--- src/rtl/nseq_pkg.sv ---
package nseq_pkg;

  typedef enum logic [1:0] {
    OP_READ  = 2'd0,
    OP_PROG  = 2'd1,
    OP_ERASE = 2'd2,
    OP_STAT  = 2'd3
  } nseq_op_e;

  typedef enum logic [3:0] {
    S_IDLE, S_CMD1, S_ADDR, S_WDAT, S_CMD2, S_WAIT, S_RDAT, S_SCMD, S_SRD, S_FIN
  } nseq_st_e;

  localparam logic [7:0] CMD_READ  = 8'h00;
  localparam logic [7:0] CMD_PSET  = 8'h80;
  localparam logic [7:0] CMD_PGO   = 8'h10;
  localparam logic [7:0] CMD_ESET  = 8'h60;
  localparam logic [7:0] CMD_EGO   = 8'hD0;
  localparam logic [7:0] CMD_STAT  = 8'h70;
  localparam int         ADDR_W    = 24;

  function automatic logic [7:0] lead_cmd(nseq_op_e op);
    case (op)
      OP_PROG:  return CMD_PSET;
      OP_ERASE: return CMD_ESET;
      OP_STAT:  return CMD_STAT;
      default:  return CMD_READ;
    endcase
  endfunction

  function automatic logic [7:0] go_cmd(nseq_op_e op);
    return (op == OP_ERASE) ? CMD_EGO : CMD_PGO;
  endfunction

endpackage

--- src/rtl/nseq_strobe.sv ---
module nseq_strobe #(
  parameter int LO = 3,
  parameter int HI = 2
) (
  input  logic clk_i,
  input  logic rst_ni,
  input  logic start_i,
  output logic low_o,
  output logic sample_o,
  output logic done_o
);
  localparam int TOT = LO + HI;
  localparam int CW  = $clog2(TOT + 1);

  logic          busy_q;
  logic [CW-1:0] cnt_q;

  assign low_o    = busy_q && (cnt_q < CW'(LO));
  assign sample_o = busy_q && (cnt_q == CW'(LO - 1));
  assign done_o   = busy_q && (cnt_q == CW'(TOT - 1));

  always_ff @(posedge clk_i or negedge rst_ni) begin
    if (!rst_ni) begin
      busy_q <= 1'b0;
      cnt_q  <= '0;
    end else if (start_i) begin
      busy_q <= 1'b1;
      cnt_q  <= '0;
    end else if (busy_q) begin
      if (done_o) busy_q <= 1'b0;
      cnt_q <= cnt_q + 1'b1;
    end
  end
endmodule

--- src/rtl/nseq_wait.sv ---
module nseq_wait #(
  parameter int WB = 4,
  parameter int TW = 20
) (
  input  logic          clk_i,
  input  logic          rst_ni,
  input  logic          start_i,
  input  logic          rb_i,
  input  logic [TW-1:0] limit_i,
  output logic          ok_o,
  output logic          to_o
);
  logic [1:0]    sync_q;
  logic          act_q;
  logic [TW-1:0] cnt_q;

  // ready/busy is asynchronous open-drain: two-stage sync
  assign ok_o = act_q && (cnt_q >= TW'(WB)) && sync_q[1];
  assign to_o = act_q && !ok_o && (cnt_q >= limit_i);

  always_ff @(posedge clk_i or negedge rst_ni) begin
    if (!rst_ni) begin
      sync_q <= 2'b11;
      act_q  <= 1'b0;
      cnt_q  <= '0;
    end else begin
      sync_q <= {sync_q[0], rb_i};
      if (start_i) begin
        act_q <= 1'b1;
        cnt_q <= '0;
      end else if (act_q) begin
        if (ok_o || to_o) act_q <= 1'b0;
        else              cnt_q <= cnt_q + 1'b1;
      end
    end
  end
endmodule

--- src/rtl/nseq_nop.sv ---
module nseq_nop #(
  parameter int KW   = 18,
  parameter int NMAX = 10
) (
  input  logic          clk_i,
  input  logic          rst_ni,
  input  logic [KW-1:0] key_i,
  input  logic          upd_i,
  input  logic          clr_i,
  output logic          full_o
);
  localparam int NW = $clog2(NMAX + 1);

  logic          vld_q;
  logic [KW-1:0] key_q;
  logic [NW-1:0] cnt_q;
  logic          hit;

  assign hit    = vld_q && (key_q == key_i);
  assign full_o = hit && (cnt_q >= NW'(NMAX));

  always_ff @(posedge clk_i or negedge rst_ni) begin
    if (!rst_ni) begin
      vld_q <= 1'b0;
      key_q <= '0;
      cnt_q <= '0;
    end else if (clr_i) begin
      vld_q <= 1'b0;
    end else if (upd_i) begin
      if (hit) begin
        cnt_q <= cnt_q + 1'b1;
      end else begin
        vld_q <= 1'b1;
        key_q <= key_i;
        cnt_q <= NW'(1);
      end
    end
  end
endmodule

--- src/rtl/nand_seq.sv ---
module nand_seq
  import nseq_pkg::*;
#(
  parameter int DIES       = 4,
  parameter int PAGE_MAIN  = 512,
  parameter int PAGE_SPARE = 16,
  parameter int T_LO       = 3,
  parameter int T_HI       = 2,
  parameter int WB_CYC     = 4,
  parameter int TO_READ    = 500,
  parameter int TO_PROG    = 75000,
  parameter int TO_ERASE   = 500000,
  parameter int NOP_MAX    = 10,
  localparam int DIE_W     = (DIES > 1) ? $clog2(DIES) : 1,
  localparam int LEN_W     = $clog2(PAGE_MAIN + PAGE_SPARE + 1)
) (
  input  logic             clk_i,
  input  logic             rst_ni,
  input  logic             req_valid_i,
  input  logic [1:0]       req_op_i,
  input  logic [DIE_W-1:0] req_die_i,
  input  logic [23:0]      req_addr_i,
  input  logic [LEN_W-1:0] req_len_i,
  input  logic             req_spare_i,
  output logic             req_ready_o,
  input  logic [7:0]       wr_data_i,
  output logic             wr_take_o,
  output logic [7:0]       rd_data_o,
  output logic             rd_valid_o,
  output logic             done_o,
  output logic             err_timeout_o,
  output logic             err_nop_o,
  output logic [7:0]       status_o,
  output logic             status_fail_o,
  input  logic [7:0]       io_i,
  output logic [7:0]       io_o,
  output logic             io_oe_o,
  input  logic             rb_i,
  output logic             cle_o,
  output logic             ale_o,
  output logic             we_no_o,
  output logic             re_no_o,
  output logic             spare_off_o,
  output logic [DIES-1:0]  ce_no_o
);
  localparam int PAGE_FULL = PAGE_MAIN + PAGE_SPARE;
  localparam int TO_MAX    = (TO_ERASE > TO_PROG) ? ((TO_ERASE > TO_READ) ? TO_ERASE : TO_READ)
                                                  : ((TO_PROG > TO_READ) ? TO_PROG : TO_READ);
  localparam int TW        = $clog2(((TO_MAX > WB_CYC) ? TO_MAX : WB_CYC) + 1);
  localparam int KW        = DIE_W + 16;

  nseq_st_e          st_q;
  nseq_op_e          op_q, op_in;
  logic              kick_q;
  logic [DIE_W-1:0]  die_q;
  logic [ADDR_W-1:0] addr_q;
  logic [LEN_W-1:0]  len_q, len_in, lim_in, idx_q;
  logic              spare_q;
  logic [7:0]        wbyte_q, rd_data_q, stat_q;
  logic              rd_vld_q, err_to_q, err_nop_q;

  logic accept, is_prog, nop_full, nop_upd, nop_rej, nop_clr;
  logic bus_st, wr_st, rd_st, ce_act;
  logic s_low, s_sample, s_done, w_ok, w_to;
  logic [TW-1:0] w_limit;

  assign op_in   = nseq_op_e'(req_op_i);
  assign accept  = (st_q == S_IDLE) && req_valid_i;
  assign is_prog = accept && (op_in == OP_PROG);
  assign nop_rej = is_prog && nop_full;
  assign nop_upd = is_prog && !nop_full;
  assign nop_clr = accept && (op_in == OP_ERASE);

  assign lim_in = req_spare_i ? LEN_W'(PAGE_FULL) : LEN_W'(PAGE_MAIN);
  assign len_in = ((req_len_i == '0) || (req_len_i > lim_in)) ? lim_in : req_len_i;

  assign wr_st  = (st_q == S_CMD1) || (st_q == S_ADDR) || (st_q == S_WDAT) ||
                  (st_q == S_CMD2) || (st_q == S_SCMD);
  assign rd_st  = (st_q == S_RDAT) || (st_q == S_SRD);
  assign bus_st = wr_st || rd_st;
  assign ce_act = (st_q != S_IDLE) && (st_q != S_FIN);

  always_comb begin
    case (op_q)
      OP_READ: w_limit = TW'(TO_READ);
      OP_PROG: w_limit = TW'(TO_PROG);
      default: w_limit = TW'(TO_ERASE);
    endcase
  end

  nseq_strobe #(.LO(T_LO), .HI(T_HI)) u_strobe (
    .clk_i, .rst_ni, .start_i(kick_q && bus_st),
    .low_o(s_low), .sample_o(s_sample), .done_o(s_done)
  );

  nseq_wait #(.WB(WB_CYC), .TW(TW)) u_wait (
    .clk_i, .rst_ni, .start_i(kick_q && (st_q == S_WAIT)), .rb_i,
    .limit_i(w_limit), .ok_o(w_ok), .to_o(w_to)
  );

  nseq_nop #(.KW(KW), .NMAX(NOP_MAX)) u_nop (
    .clk_i, .rst_ni, .key_i({req_die_i, req_addr_i[23:8]}),
    .upd_i(nop_upd), .clr_i(nop_clr), .full_o(nop_full)
  );

  always_ff @(posedge clk_i or negedge rst_ni) begin
    if (!rst_ni) begin
      st_q      <= S_IDLE;
      op_q      <= OP_READ;
      kick_q    <= 1'b0;
      die_q     <= '0;
      addr_q    <= '0;
      len_q     <= '0;
      spare_q   <= 1'b0;
      idx_q     <= '0;
      wbyte_q   <= '0;
      rd_data_q <= '0;
      rd_vld_q  <= 1'b0;
      stat_q    <= '0;
      err_to_q  <= 1'b0;
      err_nop_q <= 1'b0;
    end else begin
      kick_q   <= 1'b0;
      rd_vld_q <= 1'b0;
      case (st_q)
        S_IDLE: if (accept) begin
          op_q      <= op_in;
          die_q     <= req_die_i;
          addr_q    <= req_addr_i;
          len_q     <= len_in;
          spare_q   <= req_spare_i;
          idx_q     <= '0;
          stat_q    <= '0;
          err_to_q  <= 1'b0;
          err_nop_q <= nop_rej;
          if (nop_rej) begin
            st_q <= S_FIN;
          end else begin
            st_q   <= (op_in == OP_STAT) ? S_SCMD : S_CMD1;
            kick_q <= 1'b1;
          end
        end
        S_CMD1: if (s_done) begin
          st_q   <= S_ADDR;
          idx_q  <= '0;
          kick_q <= 1'b1;
        end
        S_ADDR: if (s_done) begin
          kick_q <= 1'b1;
          if (idx_q == LEN_W'(2)) begin
            idx_q <= '0;
            st_q  <= (op_q == OP_PROG) ? S_WDAT : (op_q == OP_ERASE) ? S_CMD2 : S_WAIT;
          end else begin
            idx_q <= idx_q + 1'b1;
          end
        end
        S_WDAT: begin
          if (kick_q) wbyte_q <= wr_data_i;
          if (s_done) begin
            kick_q <= 1'b1;
            if (idx_q == len_q - 1'b1) st_q <= S_CMD2;
            else                       idx_q <= idx_q + 1'b1;
          end
        end
        S_CMD2: if (s_done) begin
          st_q   <= S_WAIT;
          kick_q <= 1'b1;
        end
        S_WAIT: begin
          if (w_ok) begin
            kick_q <= 1'b1;
            idx_q  <= '0;
            st_q   <= (op_q == OP_READ) ? S_RDAT : S_SCMD;
          end else if (w_to) begin
            err_to_q <= 1'b1;
            st_q     <= S_FIN;
          end
        end
        S_RDAT: begin
          if (s_sample) begin
            rd_data_q <= io_i;
            rd_vld_q  <= 1'b1;
          end
          if (s_done) begin
            if (idx_q == len_q - 1'b1) begin
              st_q <= S_FIN;
            end else begin
              idx_q  <= idx_q + 1'b1;
              kick_q <= 1'b1;
            end
          end
        end
        S_SCMD: if (s_done) begin
          st_q   <= S_SRD;
          kick_q <= 1'b1;
        end
        S_SRD: begin
          if (s_sample) stat_q <= io_i;
          if (s_done)   st_q   <= S_FIN;
        end
        default: st_q <= S_IDLE;
      endcase
    end
  end

  always_comb begin
    case (st_q)
      S_CMD1:  io_o = lead_cmd(op_q);
      S_CMD2:  io_o = go_cmd(op_q);
      S_SCMD:  io_o = CMD_STAT;
      S_ADDR:  io_o = (idx_q[1:0] == 2'd0) ? addr_q[7:0] :
                      (idx_q[1:0] == 2'd1) ? addr_q[15:8] : addr_q[23:16];
      S_WDAT:  io_o = wbyte_q;
      default: io_o = 8'h00;
    endcase
  end

  for (genvar g = 0; g < DIES; g++) begin : g_ce
    assign ce_no_o[g] = !(ce_act && (die_q == DIE_W'(g)));
  end

  assign req_ready_o   = (st_q == S_IDLE);
  assign done_o        = (st_q == S_FIN);
  assign wr_take_o     = kick_q && (st_q == S_WDAT);
  assign rd_data_o     = rd_data_q;
  assign rd_valid_o    = rd_vld_q;
  assign err_timeout_o = err_to_q;
  assign err_nop_o     = err_nop_q;
  assign status_o      = stat_q;
  assign status_fail_o = stat_q[0];
  assign io_oe_o       = wr_st;
  assign cle_o         = (st_q == S_CMD1) || (st_q == S_CMD2) || (st_q == S_SCMD);
  assign ale_o         = (st_q == S_ADDR);
  assign we_no_o       = !(s_low && wr_st);
  assign re_no_o       = !(s_low && rd_st);
  assign spare_off_o   = !spare_q;
endmodule

--- config.mk ---
export PLATFORM = sky130hd
export DESIGN_NAME = nand_seq
export DESIGN_NICKNAME = d
export VERILOG_FILES = /design/src/rtl/nseq_pkg.sv /design/src/rtl/nseq_strobe.sv /design/src/rtl/nseq_wait.sv /design/src/rtl/nseq_nop.sv /design/src/rtl/nand_seq.sv
export SDC_FILE = /design/constraint.sdc
export NUM_CORES = 1
export LEC_CHECK = 0
export ABC_AREA = 1
export BUFFER_PORTS_ARGS = -buffer_cell sky130_fd_sc_hd__buf_4
export CORE_MARGIN = 4
export CORE_UTILIZATION = 30
export CTS_BUF_LIST = sky130_fd_sc_hd__clkbuf_4 sky130_fd_sc_hd__clkbuf_8
export CTS_CLUSTER_DIAMETER = 80
export DETAILED_ROUTE_END_ITERATION = 16
export GPL_ROUTABILITY_DRIVEN = 0
export GPL_TIMING_DRIVEN = 0
export PLACE_DENSITY = 0.51
export SYNTH_ARGS = -nofsm -noshare
export SYNTH_HDL_FRONTEND = slang
export SYNTH_SLANG_ARGS = --single-unit
--- constraint.sdc ---
create_clock -name clk_i -period 3.7 [get_ports clk_i]
set_input_delay 1.11 -clock clk_i [delete_from_list [all_inputs] [get_ports clk_i]]
set_output_delay 1.11 -clock clk_i [all_outputs]
set_load 0.01 [all_outputs]
==> out/metrics.cfg <==
[outcome]
result_of_the_run=finished, final reports clean

[global_route]
groute.usage.overall=0.1575
global_route.overflow_total=0
antenna_violations_before_repair=0
globalRouteMet3Util=0.04053
global_route_wire_length_before_repair_mm=36.33
first_global_vias=6978
groute.layer.met2.usage=0.2515
globalRoute.busiestLayer=met2
grt_util_met1=0.2140
grt_start_max_net_pins=93

[placement]
place.port_buffers=99
place_hpwl_mm=17.07
dp_worst_setup_slack_ns=0.5477
placed_cells=1498
placement.cell_area_um2=8999

[clock_network]
clkLatencyLatePin_ns=0.44
post-cts-setup-buffer-count=0
gates_resized_cts_repair=0
ctsRootBufferMaster=sky130_fd_sc_hd__clkbuf_8
tritoncts=yes
cts_made_buffers=17
buffer_depth_of_the_longest_clock_path=2
cts_hold_buffers=0
htree_num_levels=4
clkSinkCount=130
path_clk_slew_ns=0.08

[cells_and_area]
antennaDiodeCount=0
layout-drive-gt1-share=0.1611
mostFrequentLayoutCell=sky130_fd_sc_hd__nand2_1
postLayoutCellArea_um2=9403
commonest_non_fill_non_tap_cells_in_the_layout=sky130_fd_sc_hd__nand2_1 (328), sky130_fd_sc_hd__inv_1 (136), sky130_fd_sc_hd__dfrtp_1 (128), sky130_fd_sc_hd__buf_4 (101), sky130_fd_sc_hd__nor2_1 (86)
postLayoutCoreUtil=0.3702
final_net_count=1269
stdcell_count=1528
area_delta_synth_final_pct=20.37

[setup_path]
cpPeakStageDelay_ns=0.49
worstPathCellList=inv_1 > ha_1 > buf_1 > inv_1 > o21ai_0 > o21ai_0 > buf_4
worst_setup_path_start_kind=register
setup.worst_path.class=register to primary output
worst-endpoint-arrival_ns=2.37
worst_ep_required_time_ns=2.59
critPathCaptureType=primary output
critical_path.max_fanout=9
cp_slowest_cell=sky130_fd_sc_hd__dfrtp_1

[sta]
max_clock_freq_mhz=287.4
finalWorstSetupSlack_ns=0.2209
final_period_minus_worst_setup_slack_ns=3.479
slew_headroom=0.5530
transition_time_at_the_pin_with_the_least_slew_margin_ns=0.6705
worst_clock_skew_ns=0.01253
drv_slew=0
report.final.hold_viol_count=0
rsz0062_at_grt=false
setup_violations=0
crit_share_post_route=0.9403
finalSetupTns_ns=0

[die]
ios=100
floorplan.die.width_um=169.4
core_region_area_um2=25400
fp.dieH_um=169.4
start_util=0.3075
std_cell_rows=58
area_of_the_die_um2=28680

[yosys]
post_synthesis_cells=1068
synthArstFlopShare=1.000
synth.cell_area_um2=7811
synth_seq_cells=130
postSynth.topFlopCell=sky130_fd_sc_hd__dfrtp_1
synthesis.yosys.warnings=0
avgSynthCellArea_um2=7.314
synth_cell_types=49
synth-edff-count=0
synth_sequential_area_ratio=0.4168
mappedNetlistNets=1152

[power]
p_seq_frac=0.347
swShare=0.4388
p_sw_w=0.002804
clockPowerShare=0.201
comb_power_share=0.452
total_leakage_power_nw=4.783
internal-power_w=0.003586
vdd_drop_max_v=0.0002427
power_density_nw_per_um2=679.7

[worst_hold_path]
hold_path_class=register to register

[route]
drtAntennaViolNets=0
remaining_drc_errors=0
avgViaCountPerCell=4.620
routed_wl_mm=22.16
detailed_route_iter0_violations=388
detailed_route_wire_length_per_cell_um=14.50
drt_pre_antenna_iters=5
num_vias=7060

[flow_run]
timing.max_cap.violations=0

## kinds of logic (layout without fill, tap and decap cells)
kind of cell	Yosys count	after routing	synth area share
AOI/OAI and AO/OA	145	145	0.1054
and+or+nand+nor	567	567	0.3144
DFF	130	130	0.4168
adders and majority gates	25	25	0.04004
buffers and inverters	172	302	0.08890
xor gates and xnor gates	23	23	0.02579
muxes	6	6	0.008649
## critical path: cells and delay by family (launching register included)
family,cells,cell delay [ns]
AOI/OAI and AO/OA,2,0.40
buffers and inverters,4,0.77
adders and majority gates,1,0.27
DFF,1,0.49
## per-stage QoR
stage / hold slack (ns) / total power [W]
after detailed placement: 0.3481 / 0.005172
after global routing: 0.3536 / 0.006994
after global placement: 0.3473 / 0.005138
after CTS: 0.3507 / 0.006491
final: 0.3506 / 0.006391
after floorplan: 0.3452 / 0.004155
## power by group through the flow
stage                     sequential [W]  combinational (W)  clock, W
final                            0.00222            0.00289   0.00128
after global routing             0.00228            0.00333   0.00138
after CTS                        0.00222            0.00295   0.00133
after detailed placement         0.00224            0.00293         0
after global placement           0.00224            0.00290         0
after floorplan                  0.00216            0.00199         0
## synthesized netlist by cell type (5+ instances only)
cell type                    n  area, um^2
sky130_fd_sc_hd__nor3_1     20       100.1
sky130_fd_sc_hd__dfrtp_1   128        3203
sky130_fd_sc_hd__buf_2       8       40.04
sky130_fd_sc_hd__xnor2_1     6       52.55
sky130_fd_sc_hd__o21ai_0    80       400.4
sky130_fd_sc_hd__nand3b_1    7       52.55
sky130_fd_sc_hd__inv_1     136       510.5
sky130_fd_sc_hd__ha_1       25       312.8
sky130_fd_sc_hd__clkbuf_1   10       37.54
sky130_fd_sc_hd__o211ai_1    5       37.54
sky130_fd_sc_hd__a21oi_1    12       60.06
sky130_fd_sc_hd__o21ai_1    21       105.1
sky130_fd_sc_hd__xor2_1     17       148.9
sky130_fd_sc_hd__nor2_2      7       43.79
sky130_fd_sc_hd__mux2_2      6       67.56
sky130_fd_sc_hd__nor2_1     86       322.8
sky130_fd_sc_hd__nand2_1   328        1231
sky130_fd_sc_hd__nand3_1    82       410.4
sky130_fd_sc_hd__o21ai_2    10       87.58
sky130_fd_sc_hd__inv_2       7       26.28
sky130_fd_sc_hd__nand4_1    20       125.1
## registers in the layout (all words and copies together) (netlist names), 3 cells and up
signal          flops
addr_q             24
u_nop.cnt_q         4
len_q              10
wbyte_q             8
st_q                4
idx_q              10
rd_data_o           8
u_wait.cnt_q       19
u_nop.key_q        18
u_strobe.cnt_q      3
status_o            8
## layer usage
| layer | part of all wire | wire (um) |
|---|---|---|
| met3 | 0.052 | 1147 |
| met5 | 0 | 0 |
| met2 | 0.45 | 10010 |
| met1 | 0.48 | 10660 |
| met4 | 0.015 | 340 |
## layout make-up
type                            count  area, um^2
Sequential cell                   130        3256
Clock inverter                     13       150.1
Buffer                             26       146.4
Timing Repair Buffer              100       774.5
Fill cell                        2710       16000
Tap cell                          330       412.9
Multi-Input combinational cell    766        3861
Clock buffer                       19       261.5
Inverter                          144       540.5
## path summary, 6_finish.rpt
path,end,slack (ns),startpoint,depth (start not counted)
setup / recovery,io_o[7],0.22,idx_q[0],7
hold / removal,u_wait.sync_q[1],0.35,u_wait.sync_q[0],0
setup reg to reg,u_wait.cnt_q[4],0.96,op_q[1],16
hold reg to reg,u_wait.sync_q[1],0.35,u_wait.sync_q[0],0
max in group asynchronous,addr_q[18],2.32,rst_ni,2
min in group asynchronous,len_q[9],0.57,rst_ni,1
No activity file was read; power rests on OpenSTA's default activity.
